## src/rtl/wdog_pkg.sv

```systemverilog
package wdog_pkg;

  typedef struct packed {
    logic       src_xtal;
    logic       stop_run;
    logic       halt_run;
    logic [1:0] tap;
  } wdog_mode_t;

  localparam logic [1:0] TAP_RST  = 2'b01;
  localparam logic [2:0] HI_ONES  = 3'b111;

  function automatic int unsigned ext_term(input logic [1:0] tap);
    case (tap)
      2'b00:   return 256;
      2'b01:   return 512;
      2'b10:   return 1024;
      default: return 4096;
    endcase
  endfunction

  function automatic int unsigned rc_ms(input logic [1:0] tap);
    case (tap)
      2'b00:   return 5;
      2'b01:   return 15;
      2'b10:   return 25;
      default: return 100;
    endcase
  endfunction

endpackage

```

## src/rtl/wdog_rst_sync.sv

```systemverilog
module wdog_rst_sync #(
  parameter int STAGES = 2
) (
  input  logic clk,
  input  logic rst_n,
  output logic rst_sync_n
);
  logic [STAGES-1:0] sync_q;

  always_ff @(posedge clk or negedge rst_n) begin
    if (!rst_n) sync_q <= '0;
    else        sync_q <= {sync_q[STAGES-2:0], 1'b1};
  end

  assign rst_sync_n = sync_q[STAGES-1];
endmodule

```

## src/rtl/wdog_mode_reg.sv

```systemverilog
module wdog_mode_reg
  import wdog_pkg::*;
#(
  parameter int WIN_CYCLES = 64
) (
  input  logic       clk,
  input  logic       rst_n,
  input  logic       wr_en_i,
  input  logic [7:0] wr_data_i,
  output wdog_mode_t mode_o,
  output logic [7:0] rd_data_o
);
  localparam int WIN_W = $clog2(WIN_CYCLES + 1);
  localparam logic [WIN_W-1:0] WIN_LIM = WIN_W'(WIN_CYCLES);

  logic [WIN_W-1:0] win_q, win_d;
  wdog_mode_t       mode_q, mode_d;
  logic             win_open;
  logic             unused_hi;

  assign win_open  = (win_q < WIN_LIM);
  assign unused_hi = ^wr_data_i[7:5];

  always_comb begin
    win_d  = win_q;
    mode_d = mode_q;
    if (win_open) begin
      win_d = win_q + 1'b1;
      if (wr_en_i) mode_d = wdog_mode_t'(wr_data_i[4:0]);
    end
  end

  always_ff @(posedge clk or negedge rst_n) begin
    if (!rst_n) begin
      win_q  <= '0;
      mode_q <= '{src_xtal: 1'b0, stop_run: 1'b1, halt_run: 1'b1, tap: TAP_RST};
    end else begin
      win_q  <= win_d;
      mode_q <= mode_d;
    end
  end

  assign mode_o    = mode_q;
  assign rd_data_o = {HI_ONES, mode_q};
endmodule

```

## src/rtl/wdog_count.sv

```systemverilog
module wdog_count
  import wdog_pkg::*;
#(
  parameter int RC_TICKS_PER_MS = 32,
  parameter int CNT_W           = 12
) (
  input  logic       clk,
  input  logic       rst_n,
  input  wdog_mode_t mode_i,
  input  logic       kick_i,
  input  logic       halt_i,
  input  logic       stop_i,
  input  logic       rc_tick_i,
  input  logic       xtal_tick_i,
  output logic       fire_o
);
  localparam int TW = CNT_W + 1;

  logic             armed_q, armed_d;
  logic [CNT_W-1:0] cnt_q, cnt_d;
  logic             fire_q, fire_d;
  logic [TW-1:0]    term, cnt_inc;
  logic             tick_sel, frozen, adv;

  always_comb begin
    if (mode_i.src_xtal) term = TW'(ext_term(mode_i.tap));
    else                 term = TW'(rc_ms(mode_i.tap) * RC_TICKS_PER_MS);
  end

  assign tick_sel = mode_i.src_xtal ? xtal_tick_i : rc_tick_i;
  assign frozen   = (halt_i & ~mode_i.halt_run) | (stop_i & ~mode_i.stop_run);
  assign adv      = armed_q & tick_sel & ~frozen;
  assign cnt_inc  = {1'b0, cnt_q} + TW'(1);

  always_comb begin
    armed_d = armed_q;
    cnt_d   = cnt_q;
    fire_d  = 1'b0;
    if (kick_i) begin
      armed_d = 1'b1;
      cnt_d   = '0;
    end else if (adv) begin
      if (cnt_inc >= term) begin
        fire_d  = 1'b1;
        armed_d = 1'b0;
        cnt_d   = '0;
      end else begin
        cnt_d   = cnt_inc[CNT_W-1:0];
      end
    end
  end

  always_ff @(posedge clk or negedge rst_n) begin
    if (!rst_n) begin
      armed_q <= 1'b0;
      cnt_q   <= '0;
      fire_q  <= 1'b0;
    end else begin
      armed_q <= armed_d;
      cnt_q   <= cnt_d;
      fire_q  <= fire_d;
    end
  end

  assign fire_o = fire_q;
endmodule

```

## src/rtl/wdog_core.sv

```systemverilog
module wdog_core
  import wdog_pkg::*;
#(
  parameter int WIN_CYCLES      = 64,
  parameter int RC_TICKS_PER_MS = 32
) (
  input  logic       clk,
  input  logic       rst_n,
  input  logic       cfg_wr,
  input  logic [7:0] cfg_wdata,
  output logic [7:0] cfg_rdata,
  input  logic       kick,
  input  logic       halt_st,
  input  logic       stop_st,
  input  logic       rc_tick,
  input  logic       xtal_tick,
  output logic       wd_rst_o
);
  localparam int RC_MAX   = 100 * RC_TICKS_PER_MS;
  localparam int MAX_TERM = (RC_MAX > 4096) ? RC_MAX : 4096;
  localparam int CNT_W    = $clog2(MAX_TERM);

  logic       rst_sync_n;
  wdog_mode_t mode;

  wdog_rst_sync #(.STAGES(2)) u_sync (
    .clk        (clk),
    .rst_n      (rst_n),
    .rst_sync_n (rst_sync_n)
  );

  wdog_mode_reg #(.WIN_CYCLES(WIN_CYCLES)) u_mode (
    .clk       (clk),
    .rst_n     (rst_sync_n),
    .wr_en_i   (cfg_wr),
    .wr_data_i (cfg_wdata),
    .mode_o    (mode),
    .rd_data_o (cfg_rdata)
  );

  wdog_count #(.RC_TICKS_PER_MS(RC_TICKS_PER_MS), .CNT_W(CNT_W)) u_cnt (
    .clk         (clk),
    .rst_n       (rst_sync_n),
    .mode_i      (mode),
    .kick_i      (kick),
    .halt_i      (halt_st),
    .stop_i      (stop_st),
    .rc_tick_i   (rc_tick),
    .xtal_tick_i (xtal_tick),
    .fire_o      (wd_rst_o)
  );
endmodule

```

## config.mk

```make
export PLATFORM = sky130hd
export DESIGN_NAME = wdog_core
export DESIGN_NICKNAME = d
export VERILOG_FILES = /design/src/rtl/wdog_pkg.sv /design/src/rtl/wdog_rst_sync.sv /design/src/rtl/wdog_mode_reg.sv /design/src/rtl/wdog_count.sv /design/src/rtl/wdog_core.sv
export SDC_FILE = /design/constraint.sdc
export NUM_CORES = 1
export LEC_CHECK = 0
export BUFFER_PORTS_ARGS = -buffer_cell sky130_fd_sc_hd__buf_2
export CELL_PAD_IN_SITES_DETAIL_PLACEMENT = 0
export CELL_PAD_IN_SITES_GLOBAL_PLACEMENT = 1
export CORE_ASPECT_RATIO = 0.5
export CORE_MARGIN = 5
export CORE_UTILIZATION = 47
export CTS_BUF_LIST = sky130_fd_sc_hd__clkbuf_16
export CTS_CLUSTER_SIZE = 14
export DETAILED_ROUTE_END_ITERATION = 16
export PLACE_DENSITY = 0.94
export SLEW_MARGIN = 20
export SYNTH_ARGS = -nofsm -noshare
export SYNTH_HDL_FRONTEND = slang
export SYNTH_HIERARCHICAL = 1
export SYNTH_SLANG_ARGS = --single-unit
export TNS_END_PERCENT = 30
```

## constraint.sdc

```tcl
create_clock -name clk -period 1.5 [get_ports clk]
set_input_delay 0.075 -clock clk [delete_from_list [all_inputs] [get_ports clk]]
set_output_delay 0.075 -clock clk [all_outputs]
set_load 0.005 [all_outputs]
```

==> results of run 1 <==
## cell families after synthesis
logic type | count (synthesis) | share of synthesized area, %
simple gates | 68 | 20.7
xor+xnor | 14 | 6.92
fa+ha+maj | 15 | 10.6
flops | 28 | 39.7
other cells | 2 | 0.424
buf+inv | 19 | 5.93
mux | 8 | 6.00
compound gates | 26 | 9.74
## sequential cells by signal, indices dropped and copies added, names as in the netlist
name,flops
u_cnt/fire_o,1
u_cnt/armed_q,1
u_cnt/cnt_q,12
u_sync/sync_q,2
u_mode/mode_o,5
u_mode/win_q,7
## cell type report
cell class	count	area (um2)	share of cell area (%)
Clock buffer	3	75.1	3.07
Multi-Input combinational cell	135	1100	44.9
Tap cell	51	63.8	2.61
Clock inverter	1	30.0	1.23
Timing Repair Buffer	64	449	18.4
Inverter	6	22.5	0.922
Sequential cell	28	704	28.8
## path summary, 6_finish.rpt
kind | slack, ns | from | cells after the start | to
max in group asynchronous | 0.95 | u_sync/sync_q[1] | 1 | u_mode/mode_o[3]
worst min register to register | 0.24 | u_sync/sync_q[1] | 1 | u_cnt/fire_o
worst max register to register | -1.30 | u_cnt/cnt_q[4] | 13 | u_cnt/armed_q
min in group asynchronous | 0.13 | rst_n | 2 | u_sync/sync_q[1]
worst min-delay path | 0.04 | cfg_wdata[3] | 2 | u_mode/mode_o[3]
worst max-delay path | -1.30 | u_cnt/cnt_q[4] | 13 | u_cnt/armed_q
## report_power, final
group / internal, mW / switching (mW)
sequential: 0.785 / 0.0211
clock: 0.531 / 0.259
combinational: 0.206 / 0.221
## per-stage QoR
step	hold slack, ns	instances
3_5_place_dp	-0.136	274
5_1_grt	0.0364	288
4_1_cts	0.0407	285
2_1_floorplan	-0.221	182
3_3_place_gp	-0.140	274
6_report	0.0422	288
## critical path, delay by kind of cell (launching register included)
family	cells	cell delay, ns
adders and majority gates	1	0.31
xor gates and xnor gates	1	0.15
buffers and inverters	2	0.15
and+or+nand+nor	8	1.51
AOI/OAI and AO/OA	1	0.16
DFF	1	0.40
## cell usage after synthesis (all sizes together), types with 3 or more instances
| master | count |
|---|---|
| buf | 11 |
| inv | 6 |
| nor2b | 5 |
| and3 | 6 |
| mux2 | 6 |
| xor2 | 5 |
| nand2b | 4 |
| nor2 | 9 |
| a21oi | 15 |
| xnor2 | 9 |
| dfrtp | 25 |
| ha | 15 |
| nand2 | 22 |
| dfstp | 3 |
| nand3 | 12 |
## what timing repair did
item                       4_1_cts  5_1_grt
buffers inserted                 6        3
pin swaps                       20       10
hold buffers                     1        0
setup endpoints to repair       14       14
hold endpoints to repair         2        0
resized for setup               13       14
## routing by layer
metal	global-route usage (%)	up-vias
li1	-	717
met1	20.8	745
met2	33.4	72
met3	2.89	12
met4	5.36	0
met5	0	-
==> impl_metrics.csv, run 1 <==
group,metric,value,unit
outcome,status,"finished, violations left",
outcome,violations,"negative setup slack",
global_routing,grt_overflow,0,
placement,pre_cts_slack,-1.40,ns
synth,yosys.area.top_type,"dfrtp_1",
placement,io_buffer_count,18,
setup_path,crit_path_end_kind,"flop",
cts,h-tree-depth,1,
global_routing,grt_pass1_wl,7.07,mm
placement,place_area,0.00214,mm2
synth,synth_edf_count,0,
floorplanning,row_count,15,
final_layout,finalNetCount,269,
detailed_routing,drtIter0Drc,96,
cts,cts_buffers,3,
cts,cts.sinks,28,
timing,slew_violations,0,
power,ir_drop,0.719,mV
worst_hold_path,worstHoldPathType,"input port to flop",
detailed_routing,num_vias,1546,
final_layout,final_design_area_no_fill,0.00244,mm2
synth,synth_area_leaders,"dfrtp_1 35%, ha_1 11%, nand2_1 4.7%",
global_routing,grt_usage,17.6,%
setup_path,cp_common_cell,"and3_4",
setup_path,crit_path_start_kind,"flop",
timing,fin_crit,2.80,ns
placement,gp_congestion,0.928,
floorplanning,die_w,96.9,um
global_routing,antenna_found_initial,0,
detailed_routing,dr.max_layer_used,"met4",
power,power_density,829,mW/mm2
timing,hold_viol_final,0,
synth,synth_top_flop_cell,"dfrtp_1",
timing,rsz0062_at_grt,"yes",
setup_path,path_class,"flop to flop",
synth,synthArstFlopShare,100,%
detailed_routing,wirelength,4.67,mm
timing,setup_tns,-17.21,ns
job,drv_cap,0,
synth,synthDistinctLibCells,43,
global_routing,grt_pass1_vias,1542,
global_routing,grt_max_degree,27,
cts,cts_tree,"yes",
detailed_routing,wl_per_cell,16.2,um
final_layout,synthToLayoutAreaGrowth,37.8,%
setup_path,slowest_delay,0.44,ns
detailed_routing,wl_met3,308,um
detailed_routing,drc,0,
final_layout,final_layout_size_suffix_gt1_share,44.7,%
floorplanning,core-area,0.00353,mm2
timing,skew,0.00636,ns
setup_path,crit_slowest_cell,"or3_4",
floorplanning,start_util,50.2,%
floorplanning,io_pins,25,
power,finalPower,2.02,mW
final_layout,antenna_cells,0,
detailed_routing,viasPerCell,5.37,
timing,setup_ws,-1.30,ns
timing,setup_viol,14,
timing,fmax,0.357,GHz
floorplanning,die_h,53.4,um
synth,ys_warn_count,6,
synth,ys_seq_area_share,39.7,%
cts,cts-root-buf,"clkbuf_16",
setup_path,path_cells,"and3_4 -> buf_6 -> nand3_4 -> inv_2 -> and3_4 -> xor2_2 -> ha_1 -> nand4_1 -> or3_4 -> nor4_4 -> nor3_4 -> nand2b_4 -> a21o_1",
synth,synth_top_area_share,35.3,%
floorplanning,die_area,0.00518,mm2
detailed_routing,first_pass_iters,5,
setup_path,critPathMaxFanout,6,
placement,dp_hpwl,3.01,mm
synth,synth_area,0.00177,mm2
cts,clkSlewWorstSetupHoldPaths,0.07,ns
final_layout,fill_cells,260,
setup_path,required,1.66,ns
setup_path,cp.arrival,2.95,ns
synth,synthesis.instances,180,
cts,cts_buffer_depth,2,
detailed_routing,ant_nets,0,
synth,avgSynthCellArea,9.85,um2
cts,clock_latency,0.27,ns
final_layout,final_cell_mix,"42 x buf_4, 25 x dfrtp_1, 21 x nand2_1",
synth,ys_ff_latch,28,
detailed_routing,wl_met2,2.35,mm
timing,finalCritPeriodShare,187,%
power,p_leak,1.22,nW
final_layout,final_core_util,69.2,%
final_layout,layout_commonest_cell,"buf_4",
detailed_routing,met1_length,1.95,mm
No activity file was read; power rests on OpenSTA's default activity.
==> inputs of run 2 (changes only) <==
- HOLD_SLACK_MARGIN: not set -> 0.06
==> impl_metrics.csv, run 2 (same netlist as run 1, synthesis figures left out) <==
group,metric,value,unit
final_layout,regMostFlops,"u_cnt/cnt_q",
cts,cts_tree,"yes",
setup_path,crit_slowest_cell,"or3_4",
outcome,violations,"negative setup slack",
floorplanning,die_h,53.4,um
final_layout,fill_cells,239,
detailed_routing,wl_per_cell,17.1,um
timing,hold_slack,0.128,ns
cts,h-tree-depth,1,
global_routing,grt_pass1_wl,7.38,mm
timing,setup_tns,-17.35,ns
setup_path,crit_buf_inv,2,
placement,place_area,0.00214,mm2
power,p_leak,1.24,nW
setup_path,path_cells,"and3_4 -> buf_6 -> nand3_4 -> buf_4 -> nor2_1 -> xor2_1 -> ha_1 -> nand4_1 -> or3_4 -> nor4_4 -> nor3_4 -> nand2b_4 -> a21o_1",
timing,slew_violations,0,
cts,clkSlewWorstSetupHoldPaths,0.07,ns
setup_path,cp.arrival,2.96,ns
setup_path,required,1.66,ns
timing,finalCritPeriodShare,187,%
floorplanning,core-area,0.00353,mm2
timing,setup_viol,14,
final_layout,final_layout_size_suffix_gt1_share,45.7,%
setup_path,crit_start,"u_cnt/cnt_q[4]",
timing,setup_ws,-1.30,ns
worst_hold_path,worstHoldPathType,"input port to asynchronous set/reset pin",
global_routing,grt_overflow,0,
cts,cts_buffers,3,
final_layout,finalNetCount,275,
final_layout,final_design_area_no_fill,0.00251,mm2
final_layout,layout_commonest_cell,"buf_4",
floorplanning,io_pins,25,
final_layout,synthToLayoutAreaGrowth,41.8,%
setup_path,slowest_delay,0.44,ns
detailed_routing,wirelength,5.02,mm
setup_path,crit_path_end_kind,"flop",
placement,dp_hpwl,3.01,mm
floorplanning,start_util,50.2,%
timing,fin_crit,2.80,ns
job,drv_cap,0,
floorplanning,die_area,0.00518,mm2
detailed_routing,ant_nets,0,
global_routing,grt_pass1_vias,1601,
floorplanning,row_count,15,
final_layout,largest_reg_flops,12,
detailed_routing,drc,0,
setup_path,critPathMaxFanout,6,
cts,cts.sinks,28,
power,ir_drop,0.726,mV
detailed_routing,viasPerCell,5.45,
detailed_routing,drtIter0Drc,114,
floorplanning,die_w,96.9,um
timing,hold_viol_final,0,
detailed_routing,num_vias,1603,
cts,cts_buffer_depth,2,
global_routing,antenna_found_initial,0,
setup_path,path_class,"flop to flop",
power,power_density,816,mW/mm2
global_routing,grt_usage,18.3,%
final_layout,antenna_cells,0,
cts,clock_latency,0.26,ns
final_layout,final_cell_mix,"43 x buf_4, 25 x dfrtp_1, 20 x nand2_1",
timing,rsz0062_at_grt,"yes",
setup_path,crit_family,"simple AND/OR/NAND/NOR gates",
setup_path,timing.rr.start,"u_cnt/cnt_q[4]",
timing,fmax,0.357,GHz
placement,gp_congestion,0.928,
outcome,status,"finished, violations left",
detailed_routing,first_pass_iters,4,
global_routing,grt_max_degree,27,
cts,cts-root-buf,"clkbuf_16",
placement,io_buffer_count,18,
setup_path,crit_path_start_kind,"flop",
timing,skew,0.00483,ns
run 2: cell types whose count changed in the layout (fill, tap and decap cells not counted), sizes merged:
cell,change
dlygate4sd3,+5
buf,+1
run 2: path summary, 6_finish.rpt:
kind / end / slack (ns) / depth (start not counted)
max: u_cnt/armed_q / -1.30 / 13
min: u_sync/sync_q[1] / 0.13 / 2
max reg2reg: u_cnt/armed_q / -1.30 / 13
min reg2reg: u_cnt/fire_o / 0.24 / 1
max in group asynchronous: u_mode/mode_o[3] / 0.96 / 1
min in group clk: u_cnt/fire_o / 0.20 / 2
run 2: worst register-to-register path: stages (launching register included):
cell,delay (ns)
dfrtp_1,0.37
and3_4,0.20
buf_6,0.10
nand3_4,0.06
buf_4,0.15
nor2_1,0.12
xor2_1,0.25
ha_1,0.18
nand4_1,0.17
or3_4,0.44
nor4_4,0.21
nor3_4,0.12
nand2b_4,0.17
a21o_1,0.16
run 2: repair_timing:
| item | in CTS | in global routing |
|---|---|---|
| setup buffers | 6 | 4 |
| resized for setup | 13 | 18 |
| setup endpoints to repair | 14 | 14 |
| hold buffers | 6 | 0 |
| hold endpoints to repair | 7 | 0 |
| pin swaps | 20 | 12 |
run 2: layer usage:
| metal | routed length (um) | GRT usage (%) |
|---|---|---|
| met1 | 1980 | 21.2 |
| met3 | 342 | 3.03 |
| met5 | 0 | 0 |
| met4 | 176 | 6.76 |
| met2 | 2520 | 35.2 |
run 2: area by class of cell:
| type | instances | area (um2) | share of cell area (%) |
|---|---|---|---|
| Timing Repair Buffer | 70 | 507 | 20.1 |
| Inverter | 6 | 22.5 | 0.896 |
| Multi-Input combinational cell | 135 | 1110 | 44.2 |
| Clock inverter | 1 | 30.0 | 1.19 |
| Clock buffer | 3 | 75.1 | 2.99 |
| Tap cell | 51 | 63.8 | 2.54 |
| Sequential cell | 28 | 704 | 28.0 |
run 2: where the power goes:
part / switching (mW) / internal [mW]
Combinational: 0.233 / 0.222
Sequential: 0.0230 / 0.785
Clock: 0.258 / 0.531
Total: 0.515 / 1.54
run 2: stage by stage:
step	total power [mW]	cells	setup slack (ns)	util, %
final	2.05	294	-1.30	71.3
after global routing	2.15	294	-1.38	71.3
after CTS	1.99	290	-1.31	68.4
after detailed placement	1.17	274	-1.40	60.6
after global placement	1.16	274	-1.37	60.6
after floorplan	1.03	182	-1.04	-
==> inputs of run 3 (changes only) <==
- SETUP_SLACK_MARGIN: not set -> 0.5
==> impl_metrics.csv, run 3 (same netlist as run 1, synthesis figures left out) <==
group,metric,value,unit
outcome,status,"finished, violations left",
outcome,violations,"negative setup slack",
timing,fin_crit,2.88,ns
timing,hold_viol_final,0,
final_layout,synthToLayoutAreaGrowth,46.5,%
job,drv_cap,0,
setup_path,crit_buf_inv,3,
global_routing,grt_max_degree,27,
power,power_density,808,mW/mm2
timing,rsz0062_at_grt,"yes",
global_routing,grt_pass1_wl,8.87,mm
setup_path,path_class,"flop to flop",
final_layout,finalNetCount,276,
cts,cts-root-buf,"clkbuf_16",
final_layout,multi_input_area,0.00114,mm2
placement,io_buffer_count,18,
timing,finalCritPeriodShare,192,%
final_layout,regArea,709,um2
floorplanning,die_area,0.00518,mm2
timing,setup_viol,14,
floorplanning,start_util,50.2,%
power,p_leak,1.27,nW
placement,place_inst,274,
cts,clkSlewWorstSetupHoldPaths,0.07,ns
floorplanning,die_w,96.9,um
global_routing,grt_overflow,0,
detailed_routing,num_vias,1709,
cts,cts_buffers,3,
setup_path,cp.arrival,3.04,ns
power,ir_drop,0.781,mV
setup_path,crit_family,"simple AND/OR/NAND/NOR gates",
final_layout,layout_commonest_cell,"buf_4",
timing,setup_ws,-1.38,ns
detailed_routing,viasPerCell,5.79,
final_layout,final_layout_size_suffix_gt1_share,47.1,%
setup_path,r2r_cells,13,
final_layout,final_cell_mix,"41 x buf_4, 21 x nand2_1, 21 x dfrtp_1",
detailed_routing,wirelength,5.91,mm
global_routing,grt_usage,22.5,%
setup_path,cp_common_cell,"buf_4",
timing,fmax,0.347,GHz
final_layout,final_design_area_no_fill,0.00260,mm2
power,finalPower,2.10,mW
timing,skew,0.00642,ns
setup_path,worstSetupPathDepth,13,
setup_path,critPathMaxFanout,6,
setup_path,slowest_delay,0.44,ns
global_routing,grt_pass1_vias,1791,
timing,setup_tns,-18.05,ns
floorplanning,die_h,53.4,um
worst_hold_path,worstHoldPathType,"input port to asynchronous set/reset pin",
setup_path,path_cells,"and3_4 -> buf_6 -> nand3_4 -> buf_4 -> nor2_1 -> xor2_1 -> ha_1 -> nand4_1 -> or3_4 -> nor4_4 -> nor3_4 -> buf_4 -> a32o_1",
detailed_routing,drc,0,
setup_path,required,1.66,ns
floorplanning,row_count,15,
final_layout,instances_no_fill,295,
final_layout,regMostFlops,"u_cnt/cnt_q",
cts,cts.sinks,28,
placement,place_area,0.00214,mm2
floorplanning,io_pins,25,
detailed_routing,wl_per_cell,20.0,um
detailed_routing,ant_nets,0,
cts,h-tree-depth,1,
global_routing,antenna_found_initial,0,
floorplanning,core-area,0.00353,mm2
cts,clock_latency,0.27,ns
setup_path,crit_path_start_kind,"flop",
detailed_routing,drtIter0Drc,219,
final_layout,largest_reg_flops,12,
placement,dp_hpwl,3.01,mm
detailed_routing,first_pass_iters,4,
final_layout,antenna_cells,0,
timing,slew_violations,0,
setup_path,crit_path_end_kind,"flop",
final_layout,fill_cells,210,
setup_path,crit_slowest_cell,"or3_4",
cts,cts_buffer_depth,2,
placement,gp_congestion,0.928,
final_layout,final_core_util,73.6,%
cts,cts_tree,"yes",
[run 3: power by group]
group	internal (mW)	leakage (nW)	switching, mW	total (mW)
sequential	0.786	0.350	0.0255	0.811
clock	0.533	0.0511	0.283	0.816
combinational	0.239	0.864	0.234	0.473
total	1.56	1.27	0.542	2.10
[run 3: final timing paths]
kind	startpoint	end	slack, ns
max in group asynchronous	u_sync/sync_q[1]	u_mode/mode_o[0]	0.96
setup reg to reg	u_cnt/cnt_q[4]	u_cnt/cnt_q[11]	-1.38
min in group clk	kick	u_cnt/cnt_q[4]	0.22
hold reg to reg	u_sync/sync_q[1]	u_cnt/cnt_q[8]	0.24
hold / removal	rst_n	u_sync/sync_q[1]	0.12
setup / recovery	u_cnt/cnt_q[4]	u_cnt/cnt_q[11]	-1.38
[run 3: layer usage]
metal  vias up  part of all wire [%]  global-route usage (%)
met5         -                     0                       0
met4         0                   4.6                    11.0
met3        36                   8.5                    5.00
met2       119                    49                    42.2
met1       818                    38                    24.9
li1        736                     -                       -
[run 3: area by class of cell]
class,count,area share [%]
clock buffer,3,2.89
clock inverter,1,1.16
inverter,6,0.867
multi-input combinational,135,43.9
sequential,28,27.3
tap,51,2.46
timing repair buffer,71,21.4
[run 3: repair_timing]
action	CTS	global route
pin swaps	24	17
endpoints found under the hold margin	7	0
endpoints found under the setup margin	29	29
gates resized for setup	30	15
buffers inserted	6	5
hold buffers	6	0
[run 3: worst register-to-register path, cell delays in order, from the launching register on]
cell     delay [ns]
dfrtp_1        0.37
and3_4         0.21
buf_6          0.11
nand3_4        0.06
buf_4          0.15
nor2_1         0.13
xor2_1         0.26
ha_1           0.16
nand4_1        0.17
or3_4          0.44
nor4_4         0.21
nor3_4         0.10
buf_4          0.17
a32o_1         0.23
[run 3: through the flow]
| stage | worst slack (ns) | hold slack [ns] |
|---|---|---|
| floorplan | -1.04 | -0.221 |
| CTS | -1.31 | 0.123 |
| global placement | -1.37 | -0.140 |
| detailed placement | -1.40 | -0.136 |
| global route | -1.43 | 0.131 |
| finish | -1.38 | 0.117 |
